<file path="config.mk">
export PLATFORM = sky130hd
export DESIGN_NAME = i2c_req_slave
export DESIGN_NICKNAME = d
export VERILOG_FILES = /design/src/rtl/i2c_req_pkg.sv /design/src/rtl/i2c_line_sync.sv /design/src/rtl/i2c_slave_engine.sv /design/src/rtl/i2c_req_slave.sv
export SDC_FILE = /design/constraint.sdc
export NUM_CORES = 1
export LEC_CHECK = 0
export BUFFER_PORTS_ARGS = -buffer_cell sky130_fd_sc_hd__buf_2
export CAP_MARGIN = 20
export CORE_UTILIZATION = 40
export CTS_CLUSTER_DIAMETER = 60
export DETAILED_ROUTE_END_ITERATION = 8
export SYNTH_ARGS = -nofsm -noshare
export SYNTH_HDL_FRONTEND = slang
export SYNTH_HIERARCHICAL = 1
export SYNTH_SLANG_ARGS = --single-unit
</file>
<file path="constraint.sdc">
create_clock -name clk -period 2.9 [get_ports clk]
set_clock_uncertainty 0.05 [all_clocks]
set_input_delay 0.145 -clock clk [delete_from_list [all_inputs] [get_ports clk]]
set_output_delay 0.145 -clock clk [all_outputs]
set_load 0.02 [all_outputs]
</file>
<file path="src/rtl/i2c_req_pkg.sv">
package i2c_req_pkg;
  typedef enum logic [2:0] {
    ST_IDLE,
    ST_ADDR,
    ST_ADDR_ACK,
    ST_WR_DATA,
    ST_WR_ACK,
    ST_RD_DATA,
    ST_RD_ACK,
    ST_HOLD
  } slv_state_e;
endpackage

</file>
<file path="src/rtl/i2c_line_sync.sv">
module i2c_line_sync #(
  parameter int STAGES = 2
) (
  input  logic clk,
  input  logic rst,
  input  logic scl_i,
  input  logic sda_i,
  output logic scl_rise,
  output logic scl_fall,
  output logic bus_start,
  output logic bus_stop,
  output logic sda_lvl
);
  logic [STAGES-1:0] scl_p, sda_p;
  logic scl_q, sda_q;
  logic scl_s, sda_s;

  always_ff @(posedge clk) begin
    if (rst) begin
      scl_p <= '1;
      sda_p <= '1;
      scl_q <= 1'b1;
      sda_q <= 1'b1;
    end else begin
      scl_p <= {scl_p[STAGES-2:0], scl_i};
      sda_p <= {sda_p[STAGES-2:0], sda_i};
      scl_q <= scl_s;
      sda_q <= sda_s;
    end
  end

  assign scl_s     = scl_p[STAGES-1];
  assign sda_s     = sda_p[STAGES-1];
  assign sda_lvl   = sda_s;
  assign scl_rise  = scl_s & ~scl_q;
  assign scl_fall  = ~scl_s & scl_q;
  assign bus_start = scl_s & scl_q & sda_q & ~sda_s;
  assign bus_stop  = scl_s & scl_q & ~sda_q & sda_s;
endmodule

</file>
<file path="src/rtl/i2c_slave_engine.sv">
module i2c_slave_engine
  import i2c_req_pkg::*;
#(
  parameter int BYTE_W = 8,
  parameter int ADDR_W = 7
) (
  input  logic              clk,
  input  logic              rst,
  input  logic              scl_rise,
  input  logic              scl_fall,
  input  logic              bus_start,
  input  logic              bus_stop,
  input  logic              sda_lvl,
  input  logic              chk_en,
  input  logic [ADDR_W-1:0] own_addr,
  input  logic [BYTE_W-1:0] out_byte,
  input  logic              in_full,
  output logic              sda_pull,
  output logic              wr_store,
  output logic [BYTE_W-1:0] wr_byte,
  output logic              rd_done
);
  localparam int CNT_W = $clog2(BYTE_W + 1);
  localparam logic [CNT_W-1:0] FULL_CNT = CNT_W'(BYTE_W);
  localparam logic [CNT_W-1:0] LAST_RD  = CNT_W'(BYTE_W - 1);

  slv_state_e        state;
  logic [CNT_W-1:0]  cnt;
  logic [BYTE_W-1:0] shreg;
  logic              is_read;
  logic              addr_hit;

  assign addr_hit = !chk_en || (shreg[BYTE_W-1 -: ADDR_W] == own_addr);
  assign wr_byte  = shreg;

  always_ff @(posedge clk) begin
    if (rst) begin
      state    <= ST_IDLE;
      cnt      <= '0;
      shreg    <= '0;
      is_read  <= 1'b0;
      sda_pull <= 1'b0;
      wr_store <= 1'b0;
      rd_done  <= 1'b0;
    end else begin
      wr_store <= 1'b0;
      rd_done  <= 1'b0;
      if (bus_stop) begin
        state    <= ST_IDLE;
        sda_pull <= 1'b0;
      end else if (bus_start) begin
        state    <= ST_ADDR;
        cnt      <= '0;
        sda_pull <= 1'b0;
      end else begin
        case (state)
          ST_ADDR: begin
            if (scl_rise && cnt != FULL_CNT) begin
              shreg <= {shreg[BYTE_W-2:0], sda_lvl};
              cnt   <= cnt + 1'b1;
            end else if (scl_fall && cnt == FULL_CNT) begin
              if (addr_hit) begin
                sda_pull <= 1'b1;
                is_read  <= shreg[0];
                state    <= ST_ADDR_ACK;
              end else begin
                state <= ST_HOLD;
              end
            end
          end
          ST_ADDR_ACK: begin
            if (scl_fall) begin
              cnt <= '0;
              if (is_read) begin
                shreg    <= out_byte;
                sda_pull <= ~out_byte[BYTE_W-1];
                state    <= ST_RD_DATA;
              end else begin
                sda_pull <= 1'b0;
                state    <= ST_WR_DATA;
              end
            end
          end
          ST_WR_DATA: begin
            if (scl_rise && cnt != FULL_CNT) begin
              shreg <= {shreg[BYTE_W-2:0], sda_lvl};
              cnt   <= cnt + 1'b1;
            end else if (scl_fall && cnt == FULL_CNT) begin
              if (!in_full) begin
                sda_pull <= 1'b1;
                wr_store <= 1'b1;
                state    <= ST_WR_ACK;
              end else begin
                state <= ST_HOLD;
              end
            end
          end
          ST_WR_ACK: begin
            if (scl_fall) begin
              sda_pull <= 1'b0;
              state    <= ST_HOLD;
            end
          end
          ST_RD_DATA: begin
            if (scl_fall) begin
              if (cnt == LAST_RD) begin
                sda_pull <= 1'b0;
                state    <= ST_RD_ACK;
              end else begin
                shreg    <= {shreg[BYTE_W-2:0], 1'b0};
                sda_pull <= ~shreg[BYTE_W-2];
                cnt      <= cnt + 1'b1;
              end
            end
          end
          ST_RD_ACK: begin
            if (scl_rise) begin
              rd_done <= 1'b1;
              state   <= ST_HOLD;
            end
          end
          default: ;
        endcase
      end
    end
  end

  AST_STOP_RELEASES: assert property (@(posedge clk) disable iff (rst)
    bus_stop |=> (!sda_pull && state == ST_IDLE));
  AST_SDA_MOVES_ON_FALL: assert property (@(posedge clk) disable iff (rst)
    !$stable(sda_pull) |-> $past(scl_fall || bus_start || bus_stop));
  AST_IDLE_QUIET: assert property (@(posedge clk) disable iff (rst)
    (state == ST_IDLE) |-> (!sda_pull && !wr_store));
endmodule

</file>
<file path="src/rtl/i2c_req_slave.sv">
module i2c_req_slave #(
  parameter int                BYTE_W      = 8,
  parameter int                ADDR_W      = 7,
  parameter int                SYNC_STAGES = 2,
  parameter logic [ADDR_W-1:0] RESET_ADDR  = 7'h2A,
  parameter logic              RESET_CHK   = 1'b1
) (
  input  logic              clk,
  input  logic              rst,
  input  logic              scl_i,
  input  logic              sda_i,
  output logic              sda_pull_o,
  output logic              req_n_o,
  input  logic              out_we_i,
  input  logic [BYTE_W-1:0] out_data_i,
  input  logic              ctl_we_i,
  input  logic [ADDR_W-1:0] ctl_addr_i,
  input  logic              ctl_chk_i,
  output logic [BYTE_W-1:0] in_data_o,
  output logic              in_valid_o,
  input  logic              in_taken_i
);
  logic scl_rise, scl_fall, bus_start, bus_stop, sda_lvl;
  logic wr_store, rd_done;
  logic [BYTE_W-1:0] wr_byte;
  logic [BYTE_W-1:0] out_reg;
  logic [ADDR_W-1:0] ctl_addr;
  logic              ctl_chk;
  logic              in_full;

  i2c_line_sync #(.STAGES(SYNC_STAGES)) u_sync (
    .clk(clk), .rst(rst), .scl_i(scl_i), .sda_i(sda_i),
    .scl_rise(scl_rise), .scl_fall(scl_fall),
    .bus_start(bus_start), .bus_stop(bus_stop), .sda_lvl(sda_lvl)
  );

  i2c_slave_engine #(.BYTE_W(BYTE_W), .ADDR_W(ADDR_W)) u_eng (
    .clk(clk), .rst(rst),
    .scl_rise(scl_rise), .scl_fall(scl_fall),
    .bus_start(bus_start), .bus_stop(bus_stop), .sda_lvl(sda_lvl),
    .chk_en(ctl_chk), .own_addr(ctl_addr), .out_byte(out_reg),
    .in_full(in_full), .sda_pull(sda_pull_o),
    .wr_store(wr_store), .wr_byte(wr_byte), .rd_done(rd_done)
  );

  always_ff @(posedge clk) begin
    if (rst) begin
      out_reg    <= '0;
      ctl_addr   <= RESET_ADDR;
      ctl_chk    <= RESET_CHK;
      in_data_o  <= '0;
      in_valid_o <= 1'b0;
      in_full    <= 1'b0;
      req_n_o    <= 1'b1;
    end else begin
      in_valid_o <= wr_store;
      if (wr_store) in_data_o <= wr_byte;
      if (ctl_we_i) begin
        ctl_addr <= ctl_addr_i;
        ctl_chk  <= ctl_chk_i;
      end
      if (wr_store)        in_full <= 1'b1;
      else if (in_taken_i) in_full <= 1'b0;
      if (out_we_i) begin
        out_reg <= out_data_i;
        req_n_o <= 1'b0;
      end else if (rd_done) begin
        req_n_o <= 1'b1;
      end
    end
  end

  AST_NO_STORE_WHEN_FULL: assert property (@(posedge clk) disable iff (rst)
    wr_store |-> !in_full);
  AST_STROBE_SINGLE: assert property (@(posedge clk) disable iff (rst)
    in_valid_o |=> !in_valid_o);
  AST_REQ_RISE_CAUSE: assert property (@(posedge clk) disable iff (rst)
    $rose(req_n_o) |-> $past(rd_done));
  AST_LOAD_SETS_REQ: assert property (@(posedge clk) disable iff (rst)
    out_we_i |=> !req_n_o);
endmodule

</file>
==> summary.md, run 1 <==
The flow ran to the end, and the final reports show no timing, DRC or antenna violations. Ranked by total cell area, the synthesized netlist is headed by dfxtp_1 (44%), mux2i_1 (9.4%), nor2_1 (5.9%). The first detailed-routing pass ran for 4 iterations.

The cell sitting at the root of the clock tree is a clkbuf_8. The worst setup path is launched from a register. The longest clock path from root to sink contains 2 buffers. Global route total overflow: 0.

In this run the critical register-to-register path is launched from u_sync/scl_q. The die is 78.6 µm wide. The run gives 251 as the gate count after technology mapping.

For the overall global routing resource usage, the log shows 0.163. The first routing iteration left 195 violations. Yosys mapped the design onto 53 distinct sky130hd cell types. The worst path arrival time was 2.47 ns. The kind of end point of the critical path was a register. Along the worst path, the maximum fanout reaches 16.

The tightest min-delay check is of the primary input to register type. The tools report the final number of setup-violating endpoints as 0. The tightest hold path in the finished design has a slack of 0.00548 ns. The run gives 0.443 as the portion of the post-synthesis area used by sequential elements. Via count of the first global-routing pass: 1,696. The count of buffers added on input and output ports is 33. The synthesis-to-layout area growth was 14.0%. For the total inserted antenna cells, the log shows 0. The tools report the launch point of the critical path as u_sync/scl_q. The worst setup path is of the register to register kind.

After detailed routing, the number of remaining DRC violations is 0. Setup repair after global routing left no endpoint under its margin. The transition at the pin with the smallest max-transition slack is 0.840 ns, and the number of flops mapped to enable cells by yosys is 0.

The synthesized design spends more area on one cell type than any other, namely dfxtp_1. In this run the standard cell core region covers 5570 µm². The reg2reg setup slack is 0.59 ns, and the first-pass GRT wire length is 7.97 mm. The average wire length per cell after detail routing was 13.4 µm. For this design the ratio of total power to cell area is 503 nW/µm². The logs give 0.421 for the initial core utilization and 2550 µm² for the placement-stage cell area.

The number of flip-flops and latches in the synthesized netlist was 52; the net count after synthesis was 276. Once placement completed, the tool counted placed cells totaling 347. For the number of antenna violations at the first check in global routing, the log shows 0.

The overall via count from detail_route is 1,890, and the clock network latency to the later pin of the worst-skew pair is 0.29 ns. Summed over all layers, the routed wires come to 4.81 mm. Entering global routing, the biggest net connects 50 pins. The achievable clock frequency was 433 MHz. After floorplanning, the core was divided into 27 placement rows. The final hold violation count was 0.

Routability-driven placement finished with a final weighted congestion of 0.896. Counting cells, the worst reg-to-reg path comes to 6. STA puts the critical path data required time at 3.06 ns. The H-tree was split into 2 levels. The logs give 0 for the count of max-cap constraint violations and 0 for the post-CTS setup buffer count. The static leakage is 1.05 nW, and the final period utilization is 0.796. The tools report the capturing element of the worst setup path as u_eng/wr_byte[5].

The count of antenna-violating nets left after detailed routing came out at 0. Fill cells in the final layout number 559. The mean area per synthesized cell is 9.36 µm². In the final timing run, aggregate negative setup slack is 0 ns. The proportion of register bits with asynchronous set or reset after synthesis is 0. TritonCTS built the clock tree. The peak ir drop on the vdd network was 0.292 mV. The I/O pin count was 34. The detailed placer's ending HPWL is 3.38 mm. Summing every instance area after synthesis gives 2350 µm². Yosys printed 6 warnings. The tools report the area enclosed by the die boundary as 6180 µm². The endpoint identified for the worst register-to-register timing path is u_eng/wr_byte[5]. After the last flow step, the layout net total stands at 311. The clock transition time at the flip-flop clock pins of the worst setup and hold paths is 0.09 ns, and the number of CTS-inserted buffers is 5. The run gives 2680 µm² as the summed area of non-filler cells in the final layout. The layout cell share with drive strength beyond 1 was 0.182; the post-layout instance count excluding filler cells was 358. Vertical die dimension: 78.6 µm. The final critical-path required period came out at 2.31 ns.

The proportion of netlist area held by the largest area contributor came out at 0.443. Using the TritonRoute via totals, the vias-per-cell ratio works out to 5.28. In the synthesized netlist the dominant register cell turns out to be dfxtp_1. The count of pins over their slew limit is 0, and the worst-case headroom to the max-slew limit is 0.440. The tree built by TritonCTS fans out to 52 sinks.
==> logic make-up (layout without fill, tap and decap cells) <==
group	count (synthesis)	count (layout)	share of synthesized area
and+or+nand+nor	98	98	0.213
DFF	52	52	0.443
AOI/OAI and AO/OA	51	51	0.166
muxes	23	23	0.0986
buffers and inverters	18	53	0.0421
xor gates and xnor gates	7	7	0.0261
adders and majority gates	2	2	0.0107
==> area by class of cell <==
cell class,count,area (µm²),area share
clock buffer,6,82.6,0.0308
inverter,7,26.3,0.00981
clock inverter,1,8.76,0.00327
tap,72,90.1,0.0336
timing repair buffer,39,220,0.0822
multi-input combinational,181,1210,0.451
sequential,52,1040,0.389
==> Yosys cell counts, drive strengths merged (2+ instances only) <==
library cell   n
a211o          5
a211oi         3
a21oi          9
a22o           2
a311oi         7
and3           2
and4b          2
buf            9
clkbuf         2
dfxtp         52
ha             2
inv            7
mux2i         22
nand2         22
nand2b         7
nand3b         2
nand4          2
nor2          37
nor2b          8
nor3           4
nor4           2
o21a           2
o21ai          4
o221ai         2
o22ai          3
o41ai          2
or2            6
xnor2          4
xor2           3
==> per-stage QoR <==
stage,power [mW],util,worst slack (ns)
floorplan,0.905,-,1.01
global placement,0.947,0.457,0.715
detailed placement,0.949,0.457,0.628
CTS,1.37,0.480,0.606
global route,1.43,0.480,0.324
finish,1.35,0.480,0.591
==> where the power goes <==
part           total [mW]  internal [mW]  switching [mW]
logic               0.159         0.0743          0.0843
clock network       0.411          0.191           0.220
registers           0.777          0.745          0.0319
==> metal layers <==
metal  GRT usage  up-vias  share of wire
met3      0.0360       10          0.051
met2       0.236       61           0.42
li1            -      959              -
met5           0        -              0
met1       0.230      860           0.51
met4      0.0685        0          0.019
==> what timing repair did <==
item | CTS | global route
hold buffers | 4 | 0
hold endpoints to repair | 4 | 0
resized for setup | 0 | 0
==> cells in the final DEF (no fill, tap or decap), types with 2 or more instances in the layout <==
| cell type | instances |
|---|---|
| nand2_1 | 22 |
| o21a_1 | 2 |
| or2_1 | 6 |
| nor2_1 | 37 |
| a211o_1 | 5 |
| xnor2_1 | 4 |
| a211oi_1 | 3 |
| dfxtp_1 | 52 |
| nor2b_1 | 6 |
| a21oi_1 | 9 |
| a22o_1 | 2 |
| buf_4 | 2 |
| o22ai_1 | 3 |
| xor2_1 | 3 |
| nor2b_2 | 2 |
| nand3b_1 | 2 |
| nand4_1 | 2 |
| ha_1 | 2 |
| o41ai_1 | 2 |
| nand2b_1 | 7 |
| o221ai_1 | 2 |
| dlygate4sd3_1 | 4 |
| clkbuf_8 | 6 |
| nor3_1 | 4 |
| a311oi_1 | 6 |
| o21ai_0 | 4 |
| inv_1 | 6 |
| buf_2 | 33 |
| and4b_1 | 2 |
| mux2i_1 | 22 |
==> how the worst min path moves through the flow <==
stage | startpoint | depth (start not counted) | slack, ns | to
6_report | ctl_addr_i[5] | 2 | 0.005 | ctl_addr[5]
2_1_floorplan | scl_i | 1 | 0.19 | u_sync/scl_p[0]
3_3_place_gp | scl_i | 2 | 0.27 | u_sync/scl_p[0]
5_1_grt | ctl_addr_i[1] | 2 | 0.004 | ctl_addr[1]
3_5_place_dp | scl_i | 2 | 0.27 | u_sync/scl_p[0]
4_1_cts | ctl_addr_i[5] | 2 | 0.001 | ctl_addr[5]
==> critical path: stages (launching register included) <==
cell	delay [ns]
dfxtp_1	0.36
nor2b_1	0.37
nand2_1	0.14
o22a_1	0.28
nor4_4	0.67
nor2_1	0.11
a311oi_2	0.25
Power figures use the tool's default switching activity.
==> inputs of run 2 (changes only) <==
--- a/config.mk
+++ b/config.mk
@@ -5,6 +5,7 @@
 export SDC_FILE = /design/constraint.sdc
 export NUM_CORES = 1
 export LEC_CHECK = 0
+export ABC_AREA = 1
 export BUFFER_PORTS_ARGS = -buffer_cell sky130_fd_sc_hd__buf_2
 export CAP_MARGIN = 20
 export CORE_UTILIZATION = 40
==> constraint.sdc (replaced) <==
create_clock -name clk -period 2.4 [get_ports clk]
set_clock_uncertainty 0.05 [all_clocks]
set_input_delay 0.12 -clock clk [delete_from_list [all_inputs] [get_ports clk]]
set_output_delay 0.12 -clock clk [all_outputs]
set_load 0.02 [all_outputs]
==> summary.md, run 2 <==
The worst path arrival time was 2.18 ns (was 2.47 ns). Routability congestion estimate from global placement: 0.893 (was 0.896). The share of synthesized cell area in and, or, nand and nor gates is 0.426 (was 0.213), and the vertical die dimension is 84.6 µm (was 78.6 µm).

The logs give 0 (unchanged) for the number of design rule violations left after detail routing and 147 (was 195) for the violation count after the first detailed-routing iteration. The final period utilization is 0.838 (was 0.796). Most common cell after layout, fill and taps aside: nand2_1 (was dfxtp_1).

The number of flip-flops and latches in the synthesized netlist came out at 52 (unchanged). The post-layout instance count excluding filler cells is 524 (was 358). The core area came out at 6460 µm² (was 5570 µm²). Setup repair after global routing left no endpoint under its margin. The dominant synthesized flop cell is dfxtp_1 (unchanged). The startpoint kind of the worst setup timing path was a register (unchanged).

Cell types with the largest area share after synthesis: dfxtp_1 (38%), nand2_1 (16%), nor2_1 (11%) (was dfxtp_1 (44%), mux2i_1 (9.4%), nor2_1 (5.9%)). The count of pins over their slew limit is 0 (unchanged), and the transition at the pin with the smallest max-transition slack is 0.568 ns (was 0.840 ns). The run gives 2730 µm² (was 2350 µm²) as the area of the mapped netlist. The run gives 3.10 mm (was 2.44 mm) as the met1 wire length.

The logs give 10.4 mm (was 7.97 mm) for the first-pass GRT wire length and 0 ns (unchanged) for the sum of negative setup slack. The largest delay contributor family on the critical path was simple AND/OR/NAND/NOR gates (unchanged). The synthesis-to-layout area growth came out at 11.1% (was 14.0%). The initial core utilization was 0.423 (was 0.421). Worst stage delay on the critical path: 0.47 ns (was 0.67 ns). The overall via count from detail_route was 2,414 (was 1,890); the CTS sink count was 52 (unchanged).

The mean area per synthesized cell is 6.66 µm² (was 9.36 µm²). The proportion of netlist area held by the largest area contributor works out to 0.381 (was 0.443). The standard cell with the maximum stage delay on the critical path is dfxtp_1 (was nor4_4). The number of vias per cell works out to 4.61 (was 5.28). The clock transition time at the flip-flop clock pins of the worst setup and hold paths came out at 0.10 ns (was 0.09 ns).

Sum of met3 wire segment lengths after detailed routing: 269 µm (was 243 µm). TritonCTS built the clock tree. Worst min-delay path category: primary input to register (unchanged). The horizontal extent of the die was 84.6 µm (was 78.6 µm).

The number of antenna violations at the first check in global routing was 0 (unchanged); the multiplexer fraction of the synthesized cell area was 0 (was 0.0986). The total buffers and inverters traversed by the critical path works out to 1 (was 0). Commonest cells in the netlist: nand2_1 (116), nor2_1 (77), dfxtp_1 (52) (was dfxtp_1 (52), nor2_1 (37), mux2i_1 (22), nand2_1 (22), a21oi_1 (9)). The tools report the detailed placer's ending HPWL as 4.22 mm (was 3.38 mm). I/O pin count: 34 (unchanged). The classification of the worst setup path was register to register (unchanged). Count of antenna-violating nets left after detailed routing: 0 (unchanged).

The highest metal layer with signal wires was met4 (unchanged). Library cell occupying the most area in the post-synthesis netlist: dfxtp_1 (unchanged). The root buffer cell was clkbuf_8 (unchanged). The run finished with clean final reports. The net count after synthesis came out at 435 (was 276).

The tools report the gate count after technology mapping as 410 (was 251). The logs give 7160 µm² (was 6180 µm²) for the area enclosed by the die boundary and 2880 µm² (was 2550 µm²) for the placement-stage cell area. The buffer levels on the longest clock path was 2 (unchanged); the net total in the final layout was 471 (was 311). The number of unique standard cell types used by synthesis is 33 (was 53), and the maximum number of pins on one net before global-route repair is 28 (was 50).

The number of flops mapped to enable cells by yosys came out at 0 (unchanged). The tools report the count of max-cap constraint violations as 0 (unchanged). Commonest cells after routing, fill and taps aside: nand2_1 (116), nor2_1 (77), dfxtp_1 (52) (was dfxtp_1 (52), nor2_1 (37), buf_2 (33)).

The average wire length per cell after detail routing works out to 11.1 µm (was 13.4 µm). The overall global routing resource usage is 0.180 (was 0.163). The run gives 1.47 nW (was 1.05 nW) as the static leakage. The power density relative to cell area was 855 nW/µm² (was 503 nW/µm²); the final critical-path required period was 2.01 ns (was 2.31 ns). Clock network latency to the later pin of the worst-skew pair: 0.31 ns (was 0.29 ns). The arithmetic-cell share of the synthesized area counting full adders, half adders and majority gates came out at 0.00917 (was 0.0107).

The worst-case headroom to the max-slew limit is 0.621 (was 0.440). The most common cell in the netlist was nand2_1 (was dfxtp_1). The run gives 29 (was 27) as the cell row count. Cells traversed along the worst timing path: inv_2, nand2_1, nor2_2, nand2_1, o211ai_2, nor2_4, nand3_1, nand2_1, nor2_1 (was nor2b_1, nand2_1, o22a_1, nor4_4, nor2_1, a311oi_2).

The tools report the total inserted antenna cells as 0 (unchanged). The count of input and output buffers is 33 (unchanged). The run gives 2.56 ns (was 3.06 ns) as the required arrival time at the worst endpoint. The post-synthesis xor/xnor area fraction is 0.0160 (was 0.0261).

The count of TritonRoute iterations in the first routing pass was 6 (was 4); the final number of setup-violating endpoints was 0 (unchanged). The total met2 wirelength after detailed routing is 2.38 mm (was 2.03 mm), and the share of the synthesized area in compound gates (AO/OA/AOI/OAI) is 0.0481 (was 0.166). The number of instances in the placed design was 510 (was 347). The via count of the first global-routing pass is 2,267 (was 1,696), and the summed area of non-filler cells in the final layout is 3030 µm² (was 2680 µm²). The kind of end point of the critical path was a register (unchanged).

The critical path's most frequent cell was nand2_1. The largest family of logic cells by synthesized area is simple AND/OR/NAND/NOR gates (unchanged). For the final hold violation count, the log shows 0 (unchanged). The proportion of register bits with asynchronous set or reset after synthesis came out at 0 (unchanged). The number of warnings issued by yosys came out at 6 (unchanged). The peak ir drop on the vdd network was 0.389 mV (was 0.292 mV); the peak fanout along the critical path was 15 (was 16). The routed wire length is 5.82 mm (was 4.81 mm), and the total of fill cells in the finished design is 676 (was 559). The logs give 0.381 (was 0.443) for the portion of the post-synthesis area used by sequential elements and 0 (unchanged) for the post-CTS setup buffer count.

For the number of H-tree branching levels, the log shows 2 (unchanged). The global route total overflow is 0 (unchanged). Achievable clock frequency: 497 MHz (was 433 MHz).

The tools report the number of CTS-inserted buffers as 5 (unchanged). The layout cell share with drive strength beyond 1 came out at 0.159 (was 0.182).
==> run 2: worst reg2reg max path, stage by stage (launching register included) <==
cell and delay (ns):
dfxtp_1 0.47, inv_2 0.10, nand2_1 0.34, nor2_2 0.09
nand2_1 0.10, o211ai_2 0.12, nor2_4 0.38, nand3_1 0.13
nand2_1 0.09, nor2_1 0.04
==> run 2: final timing paths <==
check,cells after the start,startpoint,slack [ns],to
hold / removal,3,in_taken_i,0.02,in_full
setup / recovery,9,u_eng/state[1],0.39,u_eng/wr_byte[3]
hold reg to reg,1,u_sync/scl_p[0],0.36,u_sync/scl_p[1]
setup reg to reg,9,u_eng/state[1],0.39,u_eng/wr_byte[3]
==> run 2: kinds of logic after synthesis <==
group,Yosys count
AOI/OAI and AO/OA,19
DFF,52
adders and majority gates,2
and+or+nand+nor,266
buffers and inverters,66
xor gates and xnor gates,5
==> run 2: power by group <==
part	leakage (nW)	internal, mW	switching, mW
sequential	0.427	0.982	0.174
clock	0.0445	0.208	0.301
combinational	0.998	0.344	0.587
==> run 2: layer usage <==
metal  vias up  global-route usage
met1      1010               0.253
met4         0              0.0663
li1       1328                   -
met3         9              0.0354
met5         -                   0
met2        67               0.271
==> run 2: final cells by class <==
cell class                      count  area [µm²]  area share
Tap cell                           77        96.3      0.0318
Timing Repair Buffer               39         225      0.0743
Sequential cell                    52        1040       0.343
Clock inverter                      3        21.3     0.00701
Inverter                           56         218      0.0718
Multi-Input combinational cell    292        1360       0.449
Clock buffer                        5        68.8      0.0227
==> run 2: timing repair <==
| action | 4_1_cts | 5_1_grt |
|---|---|---|
| endpoints found under the hold margin | 6 | 0 |
| hold buffers | 6 | 0 |
| gates resized for setup | 0 | 0 |
==> run 2: metrics by stage <==
step                      power (mW)  hold WS (ns)   util  worst slack (ns)
final                           2.59        0.0155  0.470             0.388
after global routing            2.83       0.00321  0.470             0.211
after CTS                       2.61       0.00859  0.470             0.449
after detailed placement        2.09         0.253  0.446             0.450
after global placement          2.08         0.245  0.446             0.517
after floorplan                 1.92         0.139      -             0.824
